$ cat config.mk
export PLATFORM = sky130hd
export DESIGN_NAME = chain_trig
export DESIGN_NICKNAME = d
export VERILOG_FILES = /design/src/rtl/chain_pkg.sv /design/src/rtl/chain_grp_reg.sv /design/src/rtl/chain_grp_fire.sv /design/src/rtl/chain_trig.sv
export SDC_FILE = /design/constraint.sdc
export NUM_CORES = 1
export LEC_CHECK = 0
export BUFFER_PORTS_ARGS = -buffer_cell sky130_fd_sc_hd__buf_4
export CAP_MARGIN = 20
export CORE_AREA = 2 2 108 110
export CTS_CLUSTER_SIZE = 28
export DETAILED_ROUTE_END_ITERATION = 7
export DIE_AREA = 0 0 110 112
export GPL_ROUTABILITY_DRIVEN = 0
export PLACE_DENSITY = 0.73
export SLEW_MARGIN = 40
export SYNTH_ARGS = -nofsm -noshare
export SYNTH_HDL_FRONTEND = slang
export SYNTH_SLANG_ARGS = --single-unit
$ cat constraint.sdc
create_clock -name clk -period 2.3 [get_ports clk]
set_clock_uncertainty 0.05 [all_clocks]
set_input_delay 0.23 -clock clk [delete_from_list [all_inputs] [get_ports clk]]
set_output_delay 0.23 -clock clk [all_outputs]
set_load 0.02 [all_outputs]
$ cat src/rtl/chain_pkg.sv
package chain_pkg;

    localparam int WORD_W    = 32;
    localparam int CH_FW     = 6;
    localparam int TRIG_W    = 4;
    localparam int IMASK_W   = 4;
    localparam int BE_W      = WORD_W / 8;

    localparam int SRC_LSB   = 0;
    localparam int DST_LSB   = 8;
    localparam int TRIG_LSB  = 16;
    localparam int IMASK_LSB = 20;
    localparam int EN_BIT    = 24;

    typedef enum logic [1:0] {
        EV_FRAG = 2'd0,
        EV_BLK  = 2'd1,
        EV_TRSC = 2'd2,
        EV_LIST = 2'd3
    } ev_kind_e;

    typedef struct packed {
        logic               en;
        logic [IMASK_W-1:0] imask;
        logic [TRIG_W-1:0]  trig;
        logic [CH_FW-1:0]   dst;
        logic [CH_FW-1:0]   src;
    } grp_cfg_t;

    function automatic grp_cfg_t apply_write(grp_cfg_t cur, logic [BE_W-1:0] be,
                                             logic [WORD_W-1:0] d);
        grp_cfg_t n;
        n = cur;
        if (be[SRC_LSB/8])  n.src = d[SRC_LSB +: CH_FW];
        if (be[DST_LSB/8])  n.dst = d[DST_LSB +: CH_FW];
        if (be[TRIG_LSB/8]) begin
            n.trig  = d[TRIG_LSB +: TRIG_W];
            n.imask = d[IMASK_LSB +: IMASK_W];
        end
        if (be[EN_BIT/8])   n.en = d[EN_BIT];
        return n;
    endfunction

    function automatic logic [WORD_W-1:0] cfg_to_word(grp_cfg_t c);
        logic [WORD_W-1:0] w;
        w = '0;
        w[SRC_LSB +: CH_FW]     = c.src;
        w[DST_LSB +: CH_FW]     = c.dst;
        w[TRIG_LSB +: TRIG_W]   = c.trig;
        w[IMASK_LSB +: IMASK_W] = c.imask;
        w[EN_BIT]               = c.en;
        return w;
    endfunction

endpackage

$ cat src/rtl/chain_grp_reg.sv
module chain_grp_reg
    import chain_pkg::*;
#(
    parameter int GAW = 1,
    parameter int IDX = 0
) (
    input  logic                clk,
    input  logic                rst,
    input  logic                wr_en,
    input  logic [GAW-1:0]      wr_addr,
    input  logic [BE_W-1:0]     wr_be,
    input  logic [WORD_W-1:0]   wr_data,
    output grp_cfg_t            cfg
);

    logic hit;
    assign hit = wr_en && (wr_addr == GAW'(IDX));

    always_ff @(posedge clk) begin
        if (rst) begin
            cfg <= '0;
        end else if (hit) begin
            cfg <= apply_write(cfg, wr_be, wr_data);
        end
    end

endmodule

$ cat src/rtl/chain_grp_fire.sv
module chain_grp_fire
    import chain_pkg::*;
#(
    parameter int NUM_CH = 16
) (
    input  grp_cfg_t            cfg,
    input  logic [NUM_CH-1:0]   frag_done,
    input  logic [NUM_CH-1:0]   blk_done,
    input  logic [NUM_CH-1:0]   trsc_done,
    input  logic [NUM_CH-1:0]   list_done,
    output logic [NUM_CH-1:0]   dst_hit,
    output logic                active
);

    logic [NUM_CH-1:0] src_sel;
    logic [NUM_CH-1:0] dst_sel;
    logic [NUM_CH-1:0] ev_any;
    logic              src_event;

    // Field value ch+1 selects hardware channel ch; 0 and values above
    // NUM_CH match no channel at all.
    for (genvar ch = 0; ch < NUM_CH; ch++) begin : g_ch
        assign src_sel[ch] = (cfg.src == CH_FW'(ch + 1));
        assign dst_sel[ch] = (cfg.dst == CH_FW'(ch + 1));
        assign ev_any[ch]  = (cfg.trig[EV_FRAG] & frag_done[ch])
                           | (cfg.trig[EV_BLK]  & blk_done[ch])
                           | (cfg.trig[EV_TRSC] & trsc_done[ch])
                           | (cfg.trig[EV_LIST] & list_done[ch]);
    end

    assign src_event = |(src_sel & ev_any);
    assign active    = cfg.en && (|src_sel) && (|dst_sel);
    assign dst_hit   = (active && src_event) ? dst_sel : '0;

endmodule

$ cat src/rtl/chain_trig.sv
module chain_trig
    import chain_pkg::*;
#(
    parameter  int NUM_CH  = 16,
    parameter  int NUM_GRP = 2,
    localparam int GAW     = (NUM_GRP > 1) ? $clog2(NUM_GRP) : 1
) (
    input  logic                clk,
    input  logic                rst,
    input  logic                wr_en,
    input  logic [GAW-1:0]      wr_addr,
    input  logic [3:0]          wr_be,
    input  logic [31:0]         wr_data,
    input  logic [GAW-1:0]      rd_addr,
    output logic [31:0]         rd_data,
    input  logic [NUM_CH-1:0]   frag_done,
    input  logic [NUM_CH-1:0]   blk_done,
    input  logic [NUM_CH-1:0]   trsc_done,
    input  logic [NUM_CH-1:0]   list_done,
    output logic [NUM_CH-1:0]   chan_req,
    output logic [NUM_GRP-1:0]  grp_active
);

    grp_cfg_t          cfg_q [NUM_GRP];
    logic [NUM_CH-1:0] hit   [NUM_GRP];
    logic [NUM_CH-1:0] req_d;

    for (genvar g = 0; g < NUM_GRP; g++) begin : g_grp
        chain_grp_reg #(
            .GAW (GAW),
            .IDX (g)
        ) i_reg (
            .clk     (clk),
            .rst     (rst),
            .wr_en   (wr_en),
            .wr_addr (wr_addr),
            .wr_be   (wr_be),
            .wr_data (wr_data),
            .cfg     (cfg_q[g])
        );

        chain_grp_fire #(
            .NUM_CH (NUM_CH)
        ) i_fire (
            .cfg       (cfg_q[g]),
            .frag_done (frag_done),
            .blk_done  (blk_done),
            .trsc_done (trsc_done),
            .list_done (list_done),
            .dst_hit   (hit[g]),
            .active    (grp_active[g])
        );
    end

    always_comb begin
        req_d = '0;
        for (int g = 0; g < NUM_GRP; g++) begin
            req_d = req_d | hit[g];
        end
    end

    always_ff @(posedge clk) begin
        if (rst) begin
            chan_req <= '0;
        end else begin
            chan_req <= req_d;
        end
    end

    always_comb begin
        rd_data = '0;
        for (int g = 0; g < NUM_GRP; g++) begin
            if (rd_addr == GAW'(g)) begin
                rd_data = cfg_to_word(cfg_q[g]);
            end
        end
    end

endmodule

* Word level (Yosys, flattened, before mapping)
Index checks and enable logic that the tools add are counted.
** Cells by class
- Add/sub/neg operators :: 0
- $mul :: 0
- Divide/modulo/power cells :: 0
- Order comparisons :: 0
- Equality and inequality tests :: 64
- Shifts and indexed selects :: 0
- Mux-type cells :: 3
- Bitwise gates (word level) :: 228
- Reductions and logical operators :: 22
** Operators with widths (number)
- $eq A6 B4 Y1 const B :: 32
- $and A1 B1 Y1 :: 128
- $eq A6 B3 Y1 const B :: 16
- $or A1 B1 Y1 :: 96
- $reduce_or A16 Y1 :: 6
- $eq A6 B2 Y1 const B :: 8
- $and A16 B16 Y16 :: 2
- $mux W16 :: 2
- $mux W25 :: 1
- $eq A6 B1 Y1 const B :: 4
- $eq A6 B5 Y1 const B :: 4
- $or A16 B16 Y16 :: 1
- $reduce_and A2 Y1 :: 8
- $logic_and A1 B1 Y1 :: 8
- $not A1 Y1 :: 1
** Word-level totals
- Register bits :: 58
- Latch bits :: 0
- RAM bits :: 0
- ROM bits :: 0
- Output and inout port bits :: 50
- Logic and storage cells :: 328
- Memories :: 0

* Depth between registers and ports, before layout
Gate-level depths: netlist of the first run.
- Depth after elaboration :: 9
- Gate-level depth with buffers :: 10
- Depth with buffers taken out :: 7

* Cells and area by module
From an unflattened synthesis of the first run, not the netlist that was laid out.
** Unflattened totals
- Cells, all modules :: 504
- Area total of the unflattened synthesis :: 4604.4 sq um
** By module, submodules not included
- chain_grp_fire :: instances 2, cells an instance 123, area each 877.1 sq um
- chain_grp_reg at g_grp[0].i_reg :: instances 1, cells an instance 95, area each 975.9 sq um
- chain_grp_reg at g_grp[1].i_reg :: instances 1, cells an instance 95, area each 968.4 sq um
- chain_trig :: instances 1, cells an instance 68, area each 905.9 sq um

* Worst setup path before layout of the first run
OpenSTA, ideal clock, no wires.
- Kind :: register -> register
- From :: register, netlist name g_grp[1].i_reg.cfg[12]
- To :: register chan_req[14]
- Setup time :: 116 ps
- Data arrival time :: 2023 ps
- Required time :: 2134 ps
- Path slack :: 111 ps
- Cell stages (with the launch flop) :: 10
- Path buffers :: 2
- Period minus slack after synthesis :: 2189 ps
- Path through :: dfxtp_1 -> buf_2 -> buf_4 -> a22oi_1 -> nand2_1 -> a211oi_1 -> o41ai_2 -> a2111oi_4 -> nor3b_1 -> a41o_1
** Between the ends
- Word-level cells in the longest chain between the ends :: 9
** RTL lines
- $and A1 B1 Y1 :: RTL line chain_grp_fire.sv:25 : assign ev_any[ch] = (cfg.trig[EV_FRAG] & frag_done[ch])
- $or A1 B1 Y1 :: RTL line chain_grp_fire.sv:26 : | (cfg.trig[EV_BLK] & blk_done[ch])
- $or A1 B1 Y1 :: RTL line chain_grp_fire.sv:27 : | (cfg.trig[EV_TRSC] & trsc_done[ch])
- $or A1 B1 Y1 :: RTL line chain_grp_fire.sv:28 : | (cfg.trig[EV_LIST] & list_done[ch]);
- $and A16 B16 Y16 (*) :: RTL line chain_grp_fire.sv:31 : assign src_event = |(src_sel & ev_any);
- $reduce_or A16 Y1 (*) :: RTL line chain_grp_fire.sv:31
- $logic_and A1 B1 Y1 (*) :: RTL line chain_grp_fire.sv:33 : assign dst_hit = (active && src_event) ? dst_sel : '0;
- $mux W16 (*) :: RTL line chain_grp_fire.sv:33
- $or A16 B16 Y16 (*) :: RTL line chain_trig.sv:58 : req_d = req_d | hit[g];
- to (signal assigned) :: RTL line chain_trig.sv:66 : chan_req <= req_d;
- to (decl) :: RTL line chain_trig.sv:20 : output logic [NUM_CH-1:0] chan_req,
Mark *: on every way between the ends. The rest lies on a longest branch, timed or not.
A chain may end at the register's enable or synchronous reset.

* Worst setup path in the final report of the first run
- From :: register, netlist name g_grp[1].i_reg.cfg[4]
- To :: register chan_req[10]
** Between the ends
- Word-level cells in the longest chain between the ends :: 7
** RTL lines
- $eq A6 B1 Y1, or another cell as far along :: RTL line chain_grp_fire.sv:23 : assign src_sel[ch] = (cfg.src == CH_FW'(ch + 1));
- $reduce_or A16 Y1 :: RTL line chain_grp_fire.sv:32 : assign active = cfg.en && (|src_sel) && (|dst_sel);
- $logic_and A1 B1 Y1 (2 in a row) :: RTL line chain_grp_fire.sv:32
- $logic_and A1 B1 Y1 (*) :: RTL line chain_grp_fire.sv:33
- $mux W16 (*) :: RTL line chain_grp_fire.sv:33
- $or A16 B16 Y16 (*) :: RTL line chain_trig.sv:58
Marked as above.

==> summary.md, run 1 <==
| Metric | Value |
|---|---|
| Top post-synthesis cells by count | `dfxtp_1 (58), a22oi_1 (56), nand2_1 (39)` |
| Routed Antenna Nets | `0` |
| Ant diodes | `0` |
| # IOs | `155` |
| Power, Total | `3042 µW` |
| Die X | `approximately 110 µm` |
| Failing checks | `negative setup slack` |
| Slew HR | `a little under three fifths` |
| Row Count | `39` |
| PD cells | `~530 nW/µm²` |
| Fmax | `~430 MHz` |
| DR vias | `roughly 4500` |
| # H-tree levels | `3` |
| Worst Setup End Kind | `register` |
| Most frequent cell after synthesis | `dfxtp_1` |
| Endpoints failing hold | `0` |
| Num CTS Buffers | `9` |
| Outcome | `finished, violations left` |
| Crit path max fanout | `5` |
| Largest net degree at the start of global routing | `58` |
| Crit path launch type | `register` |
| Fin nets | `around 730` |
| Area grow syn2layout | `50.95%` |
| WS Path Type | `reg -> reg` |
| Total wire length | `between 10 and 15 mm` |
| Post-route cell area | `5794 µm²` |
| Ranking of synthesized cells by area | `dfxtp_1 (30%), a22oi_1 (11%), mux2_2 (5.9%), mux2i_1 (5.5%), a21oi_1 (4.7%)` |
| Synthesized instance count | `approximately 470` |
| Max-Cap Viols | `0` |
| Clk root buf | `clkbuf_16` |
| Critical-path cell list | `or3_4 > a2111oi_4 > a211oi_2 > o41ai_2 > a2111oi_4 > buf_4 > or4b_4 > o22ai_1` |
| CP top delay family | `simple AND/OR/NAND/NOR gates` |
| Die Y | `112 µm` |
| Remaining global-route overflow | `0` |
| Initial antenna violation count | `0` |
| First-pass DRT Iterations | `5` |
| Area leader, netlist | `dfxtp_1` |
| Syn Std Cell Area | `~3800 µm²` |
| Global-route wire length before repair | `~21 mm` |
| Vias in the first global route | `between 4000 and 5000` |
| Clk_lat worst skew | `around 330 ps` |
| Count of state elements after synthesis | `58` |
| Hold_buf cts | `0` |
| Post-synth EDFFs | `0` |
| WP data arrival | `2530 ps` |
| Share of post-route cells with drive strength above 1 | `a little over two fifths` |
| Fin crit share | `101.3%` |
| P_leak | `between 0.002 and 0.0025 µW` |
| First DRT Iteration DRCs | `546` |
| Area post-placement | `5226 µm²` |
| Share of the synthesized area in the top cell type | `30.25%` |
| Max clock buf depth | `2` |
| Fin crit period | `about 2300 ps` |
| Post-route worst setup slack | `-29.46 ps` |
| Peak supply drop | `0.3646 mV` |
| CP peak stage delay | `about 540 ps` |
| Post-synthesis async set-or-reset flop share | `0%` |
| Sequential-to-total area share from yosys stat | `30.25%` |
| CTS sink cnt | `58` |
| Worst-path clk slew | `50 ps` |
| Starting Density | `approximately 34%` |
| Routed wire per std cell | `approximately 18 µm` |
| Syn Area/Cell | `between 8 and 9 µm²` |
| CTS tree | `done` |
| Fin. max-slew vios | `0` |
| Crit path top cell by count | `a2111oi_4` |
| Worst path slowest cell | `or4b_4` |
| RSZ-0062 raised after global routing | `true` |
| Port bufs | `between 100 and 150` |
| DRC errors left | `0` |
| Gr usage total | `between 20% and 30%` |
| Vias per std cell | `5.818` |
| Post-synth cell types | `53` |
| Critical Path RT | `about 2500 ps` |
| Worst Max-Slew Pin Slew | `between 600 and 700 ps` |
| Fin util | `between 50% and 60%` |
| Setup violations, final | `4` |
| Core Footprint | `approximately 11000 µm²` |
| Buf+Inv Stages, Crit Path | `1` |
| HP Class | `in -> reg` |
| Yosys Warn Count | `0` |
| Die area | `12320 µm²` |
| # fillers | `~1000` |
| Post-DP HPWL | `between 10 and 15 mm` |
| Commonest register cell after synthesis | `dfxtp_1` |
## kinds of logic after synthesis
logic type / count (synthesis) / synth area share, %
simple gates: 165 / 22.52
compound gates: 141 / 26.47
buf+inv: 62 / 8.410
flops: 58 / 30.25
mux: 41 / 11.34
xor+xnor: 4 / 0.9126
other cells: 1 / 0.09769
## layer usage
metal  track usage, %  vias to the layer above  share of wire [%]
met1            27.31                     2122                 39
met2            34.64                      263                 48
met3            4.567                       47                9.1
met4            10.38                        0                3.8
li1                 -                     2077                  -
met5                0                        -                  0
## path summary, 6_finish.rpt
check                              start                endpoint  slack [ps]  depth (start not counted)
setup / recovery   g_grp[1].i_reg.cfg[4]            chan_req[10]         -30                          8
hold / removal                wr_data[8]   g_grp[1].i_reg.cfg[6]          90                          3
setup reg to reg   g_grp[1].i_reg.cfg[4]            chan_req[10]         -30                          8
hold reg to reg   g_grp[0].i_reg.cfg[19]  g_grp[0].i_reg.cfg[19]         400                          2
## sequential cells by signal (all words and copies together), names as in the netlist
signal	flops
chan_req	16
g_grp.i_reg.cfg	42
## repair_timing
item                                    4_1_cts  5_1_grt
gates resized for setup                      21       25
buffers inserted                              4        2
pin swaps                                     7        6
endpoints found under the setup margin       16       18
## placed cells by master (no fill, tap or decap), types with 5 or more instances in the layout
master	synthesis	final
buf_4	16	185
dfxtp_1	58	51
a22oi_1	56	46
nand2_1	39	38
nand3_1	35	35
a21oi_1	36	35
nor2_1	34	34
mux2i_1	21	21
mux2_2	20	20
conb_1	1	11
a22oi_2	0	10
o22ai_1	13	10
nand2b_1	9	9
clkbuf_16	0	9
nor3_1	8	8
buf_12	0	6
or4b_4	2	5
a22o_1	5	5
nand4_1	5	5
## tightest hold or removal path: cells and delay by family
| kind | cells | cell delay (ps) |
|---|---|---|
| buffers and inverters | 1 | 80 |
| muxes | 1 | 50 |
| and+or+nand+nor | 1 | 70 |
## area by class of cell
| cell class | count | area (µm²) | share of cell area (%) |
|---|---|---|---|
| multi-input combinational | 362 | 2565 | 44.27 |
| sequential | 58 | 1180 | 20.36 |
| tap | 143 | 178.9 | 3.088 |
| clock buffer | 11 | 242.7 | 4.189 |
| inverter | 2 | 7.507 | 0.1296 |
| timing repair buffer | 194 | 1543 | 26.62 |
| clock inverter | 5 | 77.57 | 1.339 |
## power by group
part           switching, µW  internal (µW)  total, µW  leakage, µW
logic                    286            275        561      0.00182
clock network            450            972       1420     0.000156
registers               30.9           1030       1060     0.000475
## per-stage QoR
| stage | hold slack, ps | TNS (ps) | worst slack (ps) | instances |
|---|---|---|---|---|
| 3_5_place_dp | 398.3 | -3003 | -339.6 | 753 |
| 2_1_floorplan | 323.9 | 0 | 111.0 | 482 |
| 5_1_grt | 99.40 | -686.6 | -125.1 | 775 |
| 4_1_cts | 89.02 | 0 | 0.3304 | 773 |
| 3_3_place_gp | 391.2 | -1730 | -189.8 | 753 |
| 6_report | 92.49 | -77.90 | -29.46 | 775 |
(Power assumes the default switching activity.)
==> inputs of run 2 (changes only) <==
--- a/config.mk
+++ b/config.mk
@@ -5,14 +5,15 @@
 export SDC_FILE = /design/constraint.sdc
 export NUM_CORES = 1
 export LEC_CHECK = 0
+export ABC_AREA = 1
 export BUFFER_PORTS_ARGS = -buffer_cell sky130_fd_sc_hd__buf_4
 export CAP_MARGIN = 20
-export CORE_AREA = 2 2 108 110
+export CORE_AREA = 2 2 118 91
 export CTS_CLUSTER_SIZE = 28
 export DETAILED_ROUTE_END_ITERATION = 7
-export DIE_AREA = 0 0 110 112
+export DIE_AREA = 0 0 120 93
 export GPL_ROUTABILITY_DRIVEN = 0
-export PLACE_DENSITY = 0.73
+export PLACE_DENSITY = 0.86
 export SLEW_MARGIN = 40
 export SYNTH_ARGS = -nofsm -noshare
 export SYNTH_HDL_FRONTEND = slang
==> run 2 against run 1 <==
Against the previous run:
- the run now ends clean
- global-route usage is 3.8 points higher
- die area down 9.4%
- non-clock buffer count is 52 lower
- core utilization up 5.6 points
- setup slack gained 140 ps
- critical path depth rose by 1
- sequential power increased by 4%
- combinational power grew 10%
- power shrank 0.39%
- worst hold slack gained 33 ps
- synthesized cell count up 70%
- fmax increased by 6.5%
- critical path type is now reg -> out
- critical endpoint is now grp_active[1]
==> summary.md, run 2 <==
| Metric | Value |
|---|---|
| Post-Layout Cell Count | `1051 (+36%)` |
| Logic pwr share | `20.4% (+2.0 points)` |
| Setup violations, final | `0 (-4)` |
| PD cells | `524.7 nW/µm² (about the same)` |
| Port bufs | `132 (unchanged)` |
| WS Path Type | `reg -> out` |
| Share of the synthesized area in the top cell type | `25.66% (-4.6 points)` |
| Post-synthesis async set-or-reset flop share | `0% (unchanged)` |
| Worst hold start | `wr_data[5]` |
| Placed Cells incl. Taps | `1027 (+36%)` |
| Clk root buf | `clkbuf_16` |
| Commonest non-fill, non-tap cell in the layout | `nand2_1` |
| Critical Path RT | `2020 ps (-480 ps)` |
| Remaining global-route overflow | `0 (unchanged)` |
| Gr usage total | `25.44% (+3.8 points)` |
| Area leader, netlist | `dfxtp_1` |
| Ant diodes | `0 (unchanged)` |
| CP top delay family | `simple AND/OR/NAND/NOR gates` |
| Critical path depth | `9 (+1)` |
| Routed Antenna Nets | `0 (unchanged)` |
| Syn Std Cell Area | `4526 µm² (+18%)` |
| Syn Area/Cell | `5.650 µm² (-31%)` |
| DRC errors left | `0 (unchanged)` |
| Clock power frac | `43.2% (-3.5 points)` |
| Worst Max-Slew Pin Slew | `725.8 ps (+67.09 ps)` |
| Max-Cap Viols | `0 (unchanged)` |
| RSZ-0062 raised after global routing | `false` |
| Largest registers | `g_grp.i_reg.cfg (42), chan_req (16)` |
| Critical-path cell list | `nand2_1 > nor2_1 > nand2_1 > nand2_1 > nor2_1 > nand2_1 > nand2_1 > nor2_8 > buf_4` |
| DR vias | `5457 (+21%)` |
| Clk_lat worst skew | `330 ps (about the same)` |
| Peak supply drop | `0.3373 mV (-7.5%)` |
| Slew HR | `51.55% (-4.1 points)` |
| Hold Path Cell Cnt | `3 (unchanged)` |
| Crit path top cell by count | `nand2_1` |
| R2r endpoint | `chan_req[7]` |
| Worst Setup End Kind | `output port` |
| Fin. max-slew vios | `0 (unchanged)` |
| Largest Register | `g_grp.i_reg.cfg` |
| Total wire length | `14.39 mm (+4.0%)` |
| Fin crit share | `95.10% (-6.2 points)` |
| Vias in the first global route | `4535 (+5.6%)` |
| Yosys Warn Count | `0 (unchanged)` |
| WP data arrival | `1910 ps (-620 ps)` |
| Vias per std cell | `5.192 (-11%)` |
| Area grow syn2layout | `27.62%` |
| Sw Pwr | `914.0 µW (+19%)` |
| Initial antenna violation count | `0 (unchanged)` |
| Sequential-to-total area share from yosys stat | `25.66% (-4.6 points)` |
| Largest net degree at the start of global routing | `59 (+1.7%)` |
| Sw Share | `30.16% (+5.0 points)` |
| Area post-placement | `5400 µm² (+3.3%)` |
| Worst path slowest cell | `dfxtp_1` |
| Setup TNS | `0 ps (+77.90 ps)` |
| Num CTS Buffers | `9 (unchanged)` |
| Worst-path clk slew | `60 ps (about the same)` |
| Buf+Inv Stages, Crit Path | `1 (unchanged)` |
| Worst reg-to-reg path cell count | `10 (+2)` |
| HP Class | `in -> reg` |
| Max clock buf depth | `2 (unchanged)` |
| Share of post-route cells with drive strength above 1 | `20.55% (-23 points)` |
| CTS sink cnt | `58 (unchanged)` |
| Worst r2r src | `g_grp[0].i_reg.cfg[13]` |
| Routed wire per std cell | `13.70 µm (-23%)` |
| Row Count | `32 (-18%)` |
| Hold_buf cts | `0 (unchanged)` |
| Fin nets | `1015 (+39%)` |
| # fillers | `974 (-2.8%)` |
| Int Pwr | `2116 µW (-7.0%)` |
| Setup crit start | `g_grp[1].i_reg.cfg[6]` |
| Fin crit period | `2187 ps (-142.2 ps)` |
| Post-synth cell types | `23 (-57%)` |
| Endpoints failing hold | `0 (unchanged)` |
| Synthesized instance count | `801 (+70%)` |
| Flop2flop setup slack | `260 ps (+290 ps)` |
| Outcome | `finished clean` |
| Die Y | `93 µm (-17%)` |
| Sequential Power Share | `36.4% (+1.6 points)` |
| Post-DP HPWL | `10.60 mm (+5.5%)` |
| Post-synth EDFFs | `0 (unchanged)` |
| First-pass DRT Iterations | `8 (+3)` |
| Die X | `120 µm (+9.1%)` |
| Post-route cell area | `5776 µm² (-0.32%)` |
| Crit path max fanout | `17 (+12)` |
| Fmax | `457.2 MHz (+6.5%)` |
| # IOs | `155 (unchanged)` |
| # H-tree levels | `3 (unchanged)` |
| Count of state elements after synthesis | `58 (unchanged)` |
| CTS tree | `done` |
| Crit path launch type | `register` |
| Top post-synthesis cells by count | `nand2_1 (279), nor2_1 (173), nand3_1 (76)` |
| Most frequent cells in the layout | `nand2_1 (279), nor2_1 (170), buf_4 (140)` |
| Die area | `11160 µm² (-9.4%)` |
| First DRT Iteration DRCs | `788 (+44%)` |
| Global-route wire length before repair | `22.59 mm (+7.1%)` |
| CP peak stage delay | `450 ps (-90 ps)` |
| Worst Hold Path EP | `g_grp[1].i_reg.cfg[5]` |
| Ranking of synthesized cells by area | `dfxtp_1 (26%), nand2_1 (23%), nor2_1 (14%), nand3_1 (8.4%), a211oi_1 (5.3%)` |
| Most frequent cell after synthesis | `nand2_1` |
| Commonest register cell after synthesis | `dfxtp_1` |
| Starting Density | `45.03% (+11 points)` |
| Core Footprint | `10050 µm² (-10%)` |
| Max FFs per register | `42 (unchanged)` |
| P_leak | `0.002808 µW (+15%)` |
## run 2: how the worst max path moves through the flow
stage	end	slack, ps
after floorplan	grp_active[1]	620
after detailed placement	chan_req[5]	350
after global placement	chan_req[7]	350
final	grp_active[1]	110
after global routing	grp_active[1]	5
after CTS	grp_active[0]	140
## run 2: final cells by class
type / instances / area, µm² / area share [%]
Inverter: 47 / 176.4 / 3.055
Clock buffer: 11 / 232.7 / 4.029
Timing Repair Buffer: 142 / 1091 / 18.89
Tap cell: 136 / 170.2 / 2.946
Multi-Input combinational cell: 652 / 2887 / 49.98
Clock inverter: 5 / 55.05 / 0.9532
Sequential cell: 58 / 1164 / 20.15
## run 2: kinds of logic after synthesis
group	after synthesis	share of synthesized area [%]
buffers and inverters	101	11.67
flip-flops	58	25.66
other	1	0.08286
AND/OR/NAND/NOR	562	51.84
AO/OA/AOI/OAI	79	10.75
## run 2: per-layer routing
layer / track usage (%) / wire [µm] / up-vias
li1: - / - / 2741
met1: 37.62 / 6575 / 2387
met2: 35.61 / 5886 / 306
met3: 6.829 / 1690 / 23
met4: 7.647 / 242 / 0
met5: 0 / 0 / -
## run 2: tightest hold or removal path: stages
cell and delay (ps):
buf_4 120, nand4_1 60, a21oi_1 50
## run 2: metrics by stage
step                hold slack (ps)  setup slack [ps]  utilization, %  total power [µW]
floorplan                     329.9             622.9               -              1477
global placement              396.0             345.6           53.74              1708
detailed placement            399.2             346.4           53.74              1713
CTS                           116.5             138.3           56.60              3019
global route                  137.1             4.891           57.47              3154
finish                        125.9             112.8           57.47              3030
## run 2: repair_timing
action | CTS | global route
buffers inserted | 0 | 8
gates resized for setup | 0 | 6
endpoints found under the setup margin | 0 | 2
## run 2: power groups by stage
stage	Clock, µW	Sequential [µW]	Combinational [µW]
2_1_floorplan	0	1090	390
3_3_place_gp	0	1120	590
3_5_place_dp	0	1120	593
4_1_cts	1320	1100	597
5_1_grt	1370	1110	680
6_report	1310	1100	619
